[config.mk]
export PLATFORM = sky130hd
export DESIGN_NAME = play_count_irq
export DESIGN_NICKNAME = d
export VERILOG_FILES = /design/src/rtl/play_count_irq_pkg.sv /design/src/rtl/pci_fmt_decode.sv /design/src/rtl/pci_play_ctrl.sv /design/src/rtl/pci_count_track.sv /design/src/rtl/pci_irq_flags.sv /design/src/rtl/play_count_irq.sv
export SDC_FILE = /design/constraint.sdc
export NUM_CORES = 1
export LEC_CHECK = 0
export ABC_AREA = 0
export BUFFER_PORTS_ARGS = -buffer_cell sky130_fd_sc_hd__clkbuf_2
export CAP_MARGIN = 20
export CORE_MARGIN = 2
export CORE_UTILIZATION = 40
export CTS_CLUSTER_DIAMETER = 200
export DETAILED_ROUTE_END_ITERATION = 10
export PLACE_DENSITY_LB_ADDON = 0.3
export RECOVER_POWER = 25
export SYNTH_ARGS = -nofsm -noshare
export SYNTH_HDL_FRONTEND = slang
export SYNTH_SLANG_ARGS = --single-unit
[constraint.sdc]
create_clock -name clk -period 27.9 [get_ports clk]
set_input_delay 5.58 -clock clk [delete_from_list [all_inputs] [get_ports clk]]
set_output_delay 5.58 -clock clk [all_outputs]
set_load 0.005 [all_outputs]
[src/rtl/play_count_irq_pkg.sv]
package play_count_irq_pkg;
    typedef enum logic [1:0] {
        ST_STOP  = 2'd0,
        ST_RUN   = 2'd1,
        ST_FAULT = 2'd2
    } play_state_e;

    localparam logic [2:0] FMT_U8     = 3'd0;
    localparam logic [2:0] FMT_ULAW   = 3'd1;
    localparam logic [2:0] FMT_S16LE  = 3'd2;
    localparam logic [2:0] FMT_ALAW   = 3'd3;
    localparam logic [2:0] FMT_RSV4   = 3'd4;
    localparam logic [2:0] FMT_ADPCM  = 3'd5;
    localparam logic [2:0] FMT_S16BE  = 3'd6;
    localparam logic [2:0] FMT_RSV7   = 3'd7;
endpackage

[src/rtl/pci_fmt_decode.sv]
module pci_fmt_decode
    import play_count_irq_pkg::*;
(
    input  logic [7:0] fmt_byte,
    input  logic       ext_mode,
    output logic [1:0] shift,
    output logic       fmt_ok
);
    logic [2:0] code;
    logic       stereo;

    always_comb begin
        stereo = fmt_byte[4];
        code   = fmt_byte[7:5] & (ext_mode ? 3'b111 : 3'b011);
        shift  = 2'd0;
        fmt_ok = 1'b1;
        unique case (code)
            FMT_U8, FMT_ULAW, FMT_ALAW: shift = {1'b0, stereo};
            FMT_S16LE, FMT_S16BE:       shift = stereo ? 2'd2 : 2'd1;
            FMT_RSV4, FMT_ADPCM, FMT_RSV7: begin
                shift  = 2'd0;
                fmt_ok = 1'b0;
            end
        endcase
    end
endmodule

[src/rtl/pci_play_ctrl.sv]
module pci_play_ctrl
    import play_count_irq_pkg::*;
(
    input  logic clk,
    input  logic rst_n,
    input  logic play_en,
    input  logic fmt_ok,
    output logic running,
    output logic start
);
    play_state_e state_q, state_d;

    always_ff @(posedge clk or negedge rst_n) begin
        if (!rst_n) state_q <= ST_STOP;
        else        state_q <= state_d;
    end

    always_comb begin
        state_d = state_q;
        unique case (state_q)
            ST_STOP: begin
                if (play_en && fmt_ok)  state_d = ST_RUN;
                else if (play_en)       state_d = ST_FAULT;
            end
            ST_RUN: begin
                if (!play_en)           state_d = ST_STOP;
                else if (!fmt_ok)       state_d = ST_FAULT;
            end
            ST_FAULT: begin
                if (!play_en)           state_d = ST_STOP;
            end
            default:                    state_d = ST_STOP;
        endcase
    end

    always_comb begin
        running = (state_q == ST_RUN);
        start   = (state_q == ST_STOP) && (state_d == ST_RUN);
    end
endmodule

[src/rtl/pci_count_track.sv]
module pci_count_track #(
    parameter int CNT_W = 16,
    parameter int LEN_W = CNT_W + 3
) (
    input  logic             clk,
    input  logic             rst_n,
    input  logic             start,
    input  logic             running,
    input  logic             count_en,
    input  logic [CNT_W-1:0] count,
    input  logic [1:0]       shift,
    input  logic [LEN_W-1:0] sink_space,
    input  logic             chunk_valid,
    input  logic [LEN_W-1:0] chunk_len,
    output logic [LEN_W-1:0] chunk_limit,
    output logic [LEN_W-1:0] total,
    output logic             fire
);
    localparam int REM_W = LEN_W + 1;

    logic [LEN_W-1:0]        total_q;
    logic [LEN_W-1:0]        target;
    logic signed [REM_W-1:0] remaining;
    logic                    rem_pos;
    logic                    accept;
    logic                    len_nz;

    always_comb begin
        target    = LEN_W'(count) << shift;
        remaining = $signed({1'b0, target}) - $signed({1'b0, total_q});
        rem_pos   = (remaining > 0);
        accept    = running && chunk_valid;
        len_nz    = (chunk_len != '0);
        fire      = accept && len_nz && count_en && rem_pos &&
                    ({1'b0, chunk_len} == REM_W'(remaining));
    end

    always_comb begin
        if (!running)
            chunk_limit = '0;
        else if (!count_en)
            chunk_limit = sink_space;
        else if (!rem_pos)
            chunk_limit = '0;
        else if (remaining[LEN_W-1:0] < sink_space)
            chunk_limit = remaining[LEN_W-1:0];
        else
            chunk_limit = sink_space;
    end

    always_ff @(posedge clk or negedge rst_n) begin
        if (!rst_n) begin
            total_q <= '0;
        end else if (start) begin
            total_q <= '0;
        end else if (accept && len_nz) begin
            if (!count_en)
                total_q <= total_q + chunk_len;
            else if (fire)
                total_q <= '0;
            else if (rem_pos)
                total_q <= total_q + chunk_len;
        end
    end

    assign total = total_q;
endmodule

[src/rtl/pci_irq_flags.sv]
module pci_irq_flags (
    input  logic clk,
    input  logic rst_n,
    input  logic set,
    input  logic clr,
    output logic int_bit,
    output logic pb_flag
);
    logic int_q, pb_q;

    always_ff @(posedge clk or negedge rst_n) begin
        if (!rst_n) begin
            int_q <= 1'b0;
            pb_q  <= 1'b0;
        end else if (set) begin
            int_q <= 1'b1;
            pb_q  <= 1'b1;
        end else if (clr) begin
            int_q <= 1'b0;
            pb_q  <= 1'b0;
        end
    end

    assign int_bit = int_q;
    assign pb_flag = pb_q;
endmodule

[src/rtl/play_count_irq.sv]
module play_count_irq #(
    parameter int CNT_W = 16,
    parameter int LEN_W = CNT_W + 3
) (
    input  logic             clk,
    input  logic             rst_n,
    input  logic             play_en,
    input  logic             count_en,
    input  logic             ext_mode,
    input  logic [7:0]       fmt_byte,
    input  logic [7:0]       count_hi,
    input  logic [7:0]       count_lo,
    input  logic [LEN_W-1:0] sink_space,
    input  logic             chunk_valid,
    input  logic [LEN_W-1:0] chunk_len,
    input  logic             flag_clr,
    output logic [LEN_W-1:0] chunk_limit,
    output logic             play_active,
    output logic             irq_status,
    output logic             pb_irq_flag
);
    logic [1:0]       shift;
    logic             fmt_ok;
    logic             running;
    logic             start;
    logic             fire;
    logic [LEN_W-1:0] total;
    logic [CNT_W-1:0] count;

    assign count = CNT_W'({count_hi, count_lo});

    pci_fmt_decode u_dec (
        .fmt_byte (fmt_byte),
        .ext_mode (ext_mode),
        .shift    (shift),
        .fmt_ok   (fmt_ok)
    );

    pci_play_ctrl u_ctrl (
        .clk     (clk),
        .rst_n   (rst_n),
        .play_en (play_en),
        .fmt_ok  (fmt_ok),
        .running (running),
        .start   (start)
    );

    pci_count_track #(.CNT_W(CNT_W), .LEN_W(LEN_W)) u_cnt (
        .clk         (clk),
        .rst_n       (rst_n),
        .start       (start),
        .running     (running),
        .count_en    (count_en),
        .count       (count),
        .shift       (shift),
        .sink_space  (sink_space),
        .chunk_valid (chunk_valid),
        .chunk_len   (chunk_len),
        .chunk_limit (chunk_limit),
        .total       (total),
        .fire        (fire)
    );

    pci_irq_flags u_flags (
        .clk     (clk),
        .rst_n   (rst_n),
        .set     (fire),
        .clr     (flag_clr),
        .int_bit (irq_status),
        .pb_flag (pb_irq_flag)
    );

    assign play_active = running;
endmodule

==> summary by stage <==
Status
The run finished with clean final reports.

Yosys
Synthesis inferred 22 register bits. The fraction of registers with async set or reset after synthesis is 100%. The distinct cell type count after synthesis is 76. The number of flops mapped to enable cells by yosys is 0.

Yosys printed 0 warnings. Of the synthesized area, sequential elements account for about an eighth. Each instance of the synthesized netlist takes up on average 7.69 um2. In the synthesized netlist, the number of instances is between 500 and 600. The total standard cell area after synthesis is 4510 um2.

The most used flip-flop cell after synthesis is dfrtp_1. When the netlist entered floorplanning its net count stood at 712.

Power and ir drop
IR analysis of the VDD net gives a maximum drop of 0.0000407 V. Net switching is roughly 52% of the power. The part of the power in the clock network is 5.6%. Of the total power, combinational logic draws between 80% and 90%. The portion of total power attributed to sequential cells is around a tenth.

The internal cell power is 0.253 mW. The analysis attributes to net switching a power of approximately 0.28 mW. The power per cell area is 105 nW/um2. For this design the static power due to leakage is 2.54 nW.

GRT
The first-pass GRT wire length is around 21 mm. The number of antenna violations at the first check in global routing was 0. The aggregate global routing overflow is 0. The total routing usage reported by global routing is between 20 and 25%. Entering global routing, the biggest net connects 32 pins. The via count of the first global-routing pass was 4326.

Timing
The tightest slew margin relative to the limit is approximately a fifth. Derived from the worst setup path, the maximum achievable clock frequency is approximately 60 MHz. The final worst setup slack is 11300 ps. The total negative slack is 0 ps. The worst path uses 59.5% of the clock period. The smallest clock period supported by the final layout is computed as 16600 ps. The final hold violation count is 0. Setup repair after global routing left no endpoint under its margin. The total count of max-transition violations in the final report is 0. At the pin with the least slew margin, the transition time is ~1200 ps. The total of endpoints with negative setup slack in the final report is 0.

The clock arrives with 3.70 ps of skew.

Setup path
The top fanout value on the critical path is 23. The most frequent cell on the critical path is a21o_1. Together, buffers and inverters on the worst path number 3. The family with the most delay on the worst path is compound AO/OA/AOI/OAI gates.

Data arrives at the worst endpoint at approximately 11000 ps. STA classifies the critical path startpoint as an input pin. The critical path capture point type is an output pin. On the worst path, the slowest cell contributes a delay of 670 ps. The slowest stage of the critical path is the a2111o_1 cell. The critical path class is input pin to output pin.

At the worst endpoint, the required time is 22320 ps. Traced cell by cell, the critical path runs through clkbuf_2, nor2b_1, a21oi_2, buf_4, mux2i_1, a21oi_1, ha_1, o21ai_0, a21oi_1, o41a_1, o2111a_1, nor3_1, ha_1, a21o_1, a21o_1, a21o_1, a21o_1, a21o_1, a21oi_1, nor2b_1, a2111o_1, a211oi_1, clkbuf_2. The register-to-register setup slack is 23580 ps.

Hold path
The kind of path behind the tightest hold check is flip-flop to flip-flop.

Place
The cell count after placement is 790. The pre-CTS worst setup slack is roughly 11000 ps. At the end of routability-driven placement, the weighted congestion stood at 0.933. The sum of net half-perimeters after detailed placement is 10.9 mm. Input and output buffers added on the ports amount to 86.

Floorplanning
The initial core utilization is 41.2%. The total area inside the core boundary comes to between 10000 and 15000 um2. In this run the core area contains 38 standard-cell rows.

Pin placement for this block handled 91 I/O pins. The die is roughly 110 um tall. The die is 110 um wide. The die covers between 10000 and 15000 um2.

Final layout
The most common cell after layout, fill and taps aside is clkbuf_2. In the layout the commonest cells are clkbuf_2 (85), nor2_1 (64), ha_1 (55). The post-layout net count is approximately 780. Counting the fill cells in the layout gives 1108.

The number of antenna diodes in the final layout is 0. The signed area change from the synthesized netlist to the final layout is 12.2%. The final non-filler cell total is between 700 and 800. Of the cells placed in the final design, the portion with a size suffix greater than 1 is a little under a fifth.

Clock tree
In this run, post-CTS hold repair placed 0 buffers. TritonCTS built the clock tree. The later-pin clock latency in the skew report is 250 ps. After clock tree synthesis, the setup repair step added 0 buffers.

The root cell of the clock tree is clkbuf_16. The clock transition at the register clock pins on the worst setup and hold paths after CTS is about 60 ps. The number of clock buffers inserted by TritonCTS is 3.

The number of gates resized after CTS is 0. Clock tree synthesis found a total of 22 sinks. CTS built an H-tree with a depth of 1. The longest clock path from root to sink contains 2 buffers.

Detailed routing
The count of nets left with antenna violations once routing finished came out at 0. The final wirelength is 13.0 mm. The number of remaining DRC errors is 0. For this run, the detailed router's first-pass iteration total came to 4. In the final routed layout, each cell accounts on average for 16.5 um. The average vias per placed instance is 5.70.

The overall via count from detail_route is 4522. The first routing iteration left 178 violations.

Flow run
The max-capacitance violation count is 0.
cell families after synthesis:
family          synth area share, %
compound gates                 27.4
xor+xnor                       9.22
fa+ha+maj                      16.2
buf+inv                        7.63
flops                          12.2
mux                            6.66
other cells                  0.0832
simple gates                   20.7
power groups by stage:
stage               Combinational [mW]  Sequential, mW  Clock (mW)
CTS                              0.443          0.0543      0.0303
finish                           0.446          0.0547      0.0297
global route                     0.500          0.0565      0.0315
global placement                 0.431          0.0539           0
detailed placement               0.441          0.0549           0
floorplan                        0.347          0.0512           0
worst register-to-register path: cells and delay by family, from the launching register on:
kind            cells  cell delay [ps]
simple gates        5             1840
compound gates      5             1350
fa+ha+maj           2              640
flops               1              410
synthesized netlist by cell type (all sizes together) (7+ instances only):
| library cell | number | area (um2) |
|---|---|---|
| dfrtp | 22 | 551 |
| nor4 | 8 | 50.1 |
| a21oi | 52 | 260 |
| xnor2 | 24 | 210 |
| a21o | 19 | 145 |
| o21ai | 26 | 134 |
| xor2 | 13 | 114 |
| a211oi | 10 | 85.1 |
| or3 | 10 | 62.6 |
| o211ai | 7 | 52.6 |
| nor2 | 65 | 246 |
| ha | 55 | 688 |
| mux2i | 30 | 300 |
| clkbuf | 14 | 52.6 |
| buf | 10 | 96.3 |
| nand2 | 24 | 90.1 |
| a22o | 15 | 143 |
| and3 | 8 | 53.8 |
| inv | 52 | 195 |
| nor3 | 22 | 110 |
| o21a | 12 | 90.1 |
final timing paths:
| kind | startpoint | depth (start not counted) | endpoint |
|---|---|---|---|
| max | fmt_byte[6] | 23 | chunk_limit[14] |
| min | u_ctrl.state_q[1]$_DFF_PN0_ | 1 | u_ctrl.state_q[0]$_DFF_PN0_ |
| max reg2reg | u_cnt.total[0]$_DFFE_PN0P_ | 12 | u_cnt.total[13]$_DFFE_PN0P_ |
| min reg2reg | u_ctrl.state_q[1]$_DFF_PN0_ | 1 | u_ctrl.state_q[0]$_DFF_PN0_ |
| max in group asynchronous | rst_n | 1 | u_cnt.total[14]$_DFFE_PN0P_ |
| min in group asynchronous | rst_n | 1 | u_cnt.total[4]$_DFFE_PN0P_ |
cell type report:
cell class              count  area [um2]  area share, %
flip-flops and latches     22         551           10.9
inverters                  52         195           3.86
clock buffers               3        75.1           1.48
multi-input cells         488        3620           71.5
well taps                 140         175           3.46
repair buffers             88         444           8.78
through the flow:
stage	hold slack [ps]	power, mW	area, um2	utilization [%]
after floorplan	454	0.398	4510	-
after global placement	473	0.485	4980	45.6
after detailed placement	483	0.496	4980	45.6
after CTS	497	0.528	5060	46.2
after global routing	543	0.588	5060	46.2
final	501	0.530	5060	46.2
routing by layer:
| layer | up-vias | GRT usage, % | part of all wire (%) |
|---|---|---|---|
| li1 | 2279 | - | - |
| met1 | 2130 | 30.5 | 48 |
| met2 | 101 | 37.0 | 47 |
| met3 | 12 | 1.29 | 3.7 |
| met4 | 0 | 5.27 | 1.3 |
| met5 | - | 0 | 0 |
registers in the layout, indices dropped and copies added (netlist names):
name / flops
u_ctrl.state_q: 2
u_flags.int_bit: 1
u_cnt.total: 19
No activity file was read; power rests on OpenSTA's default activity.
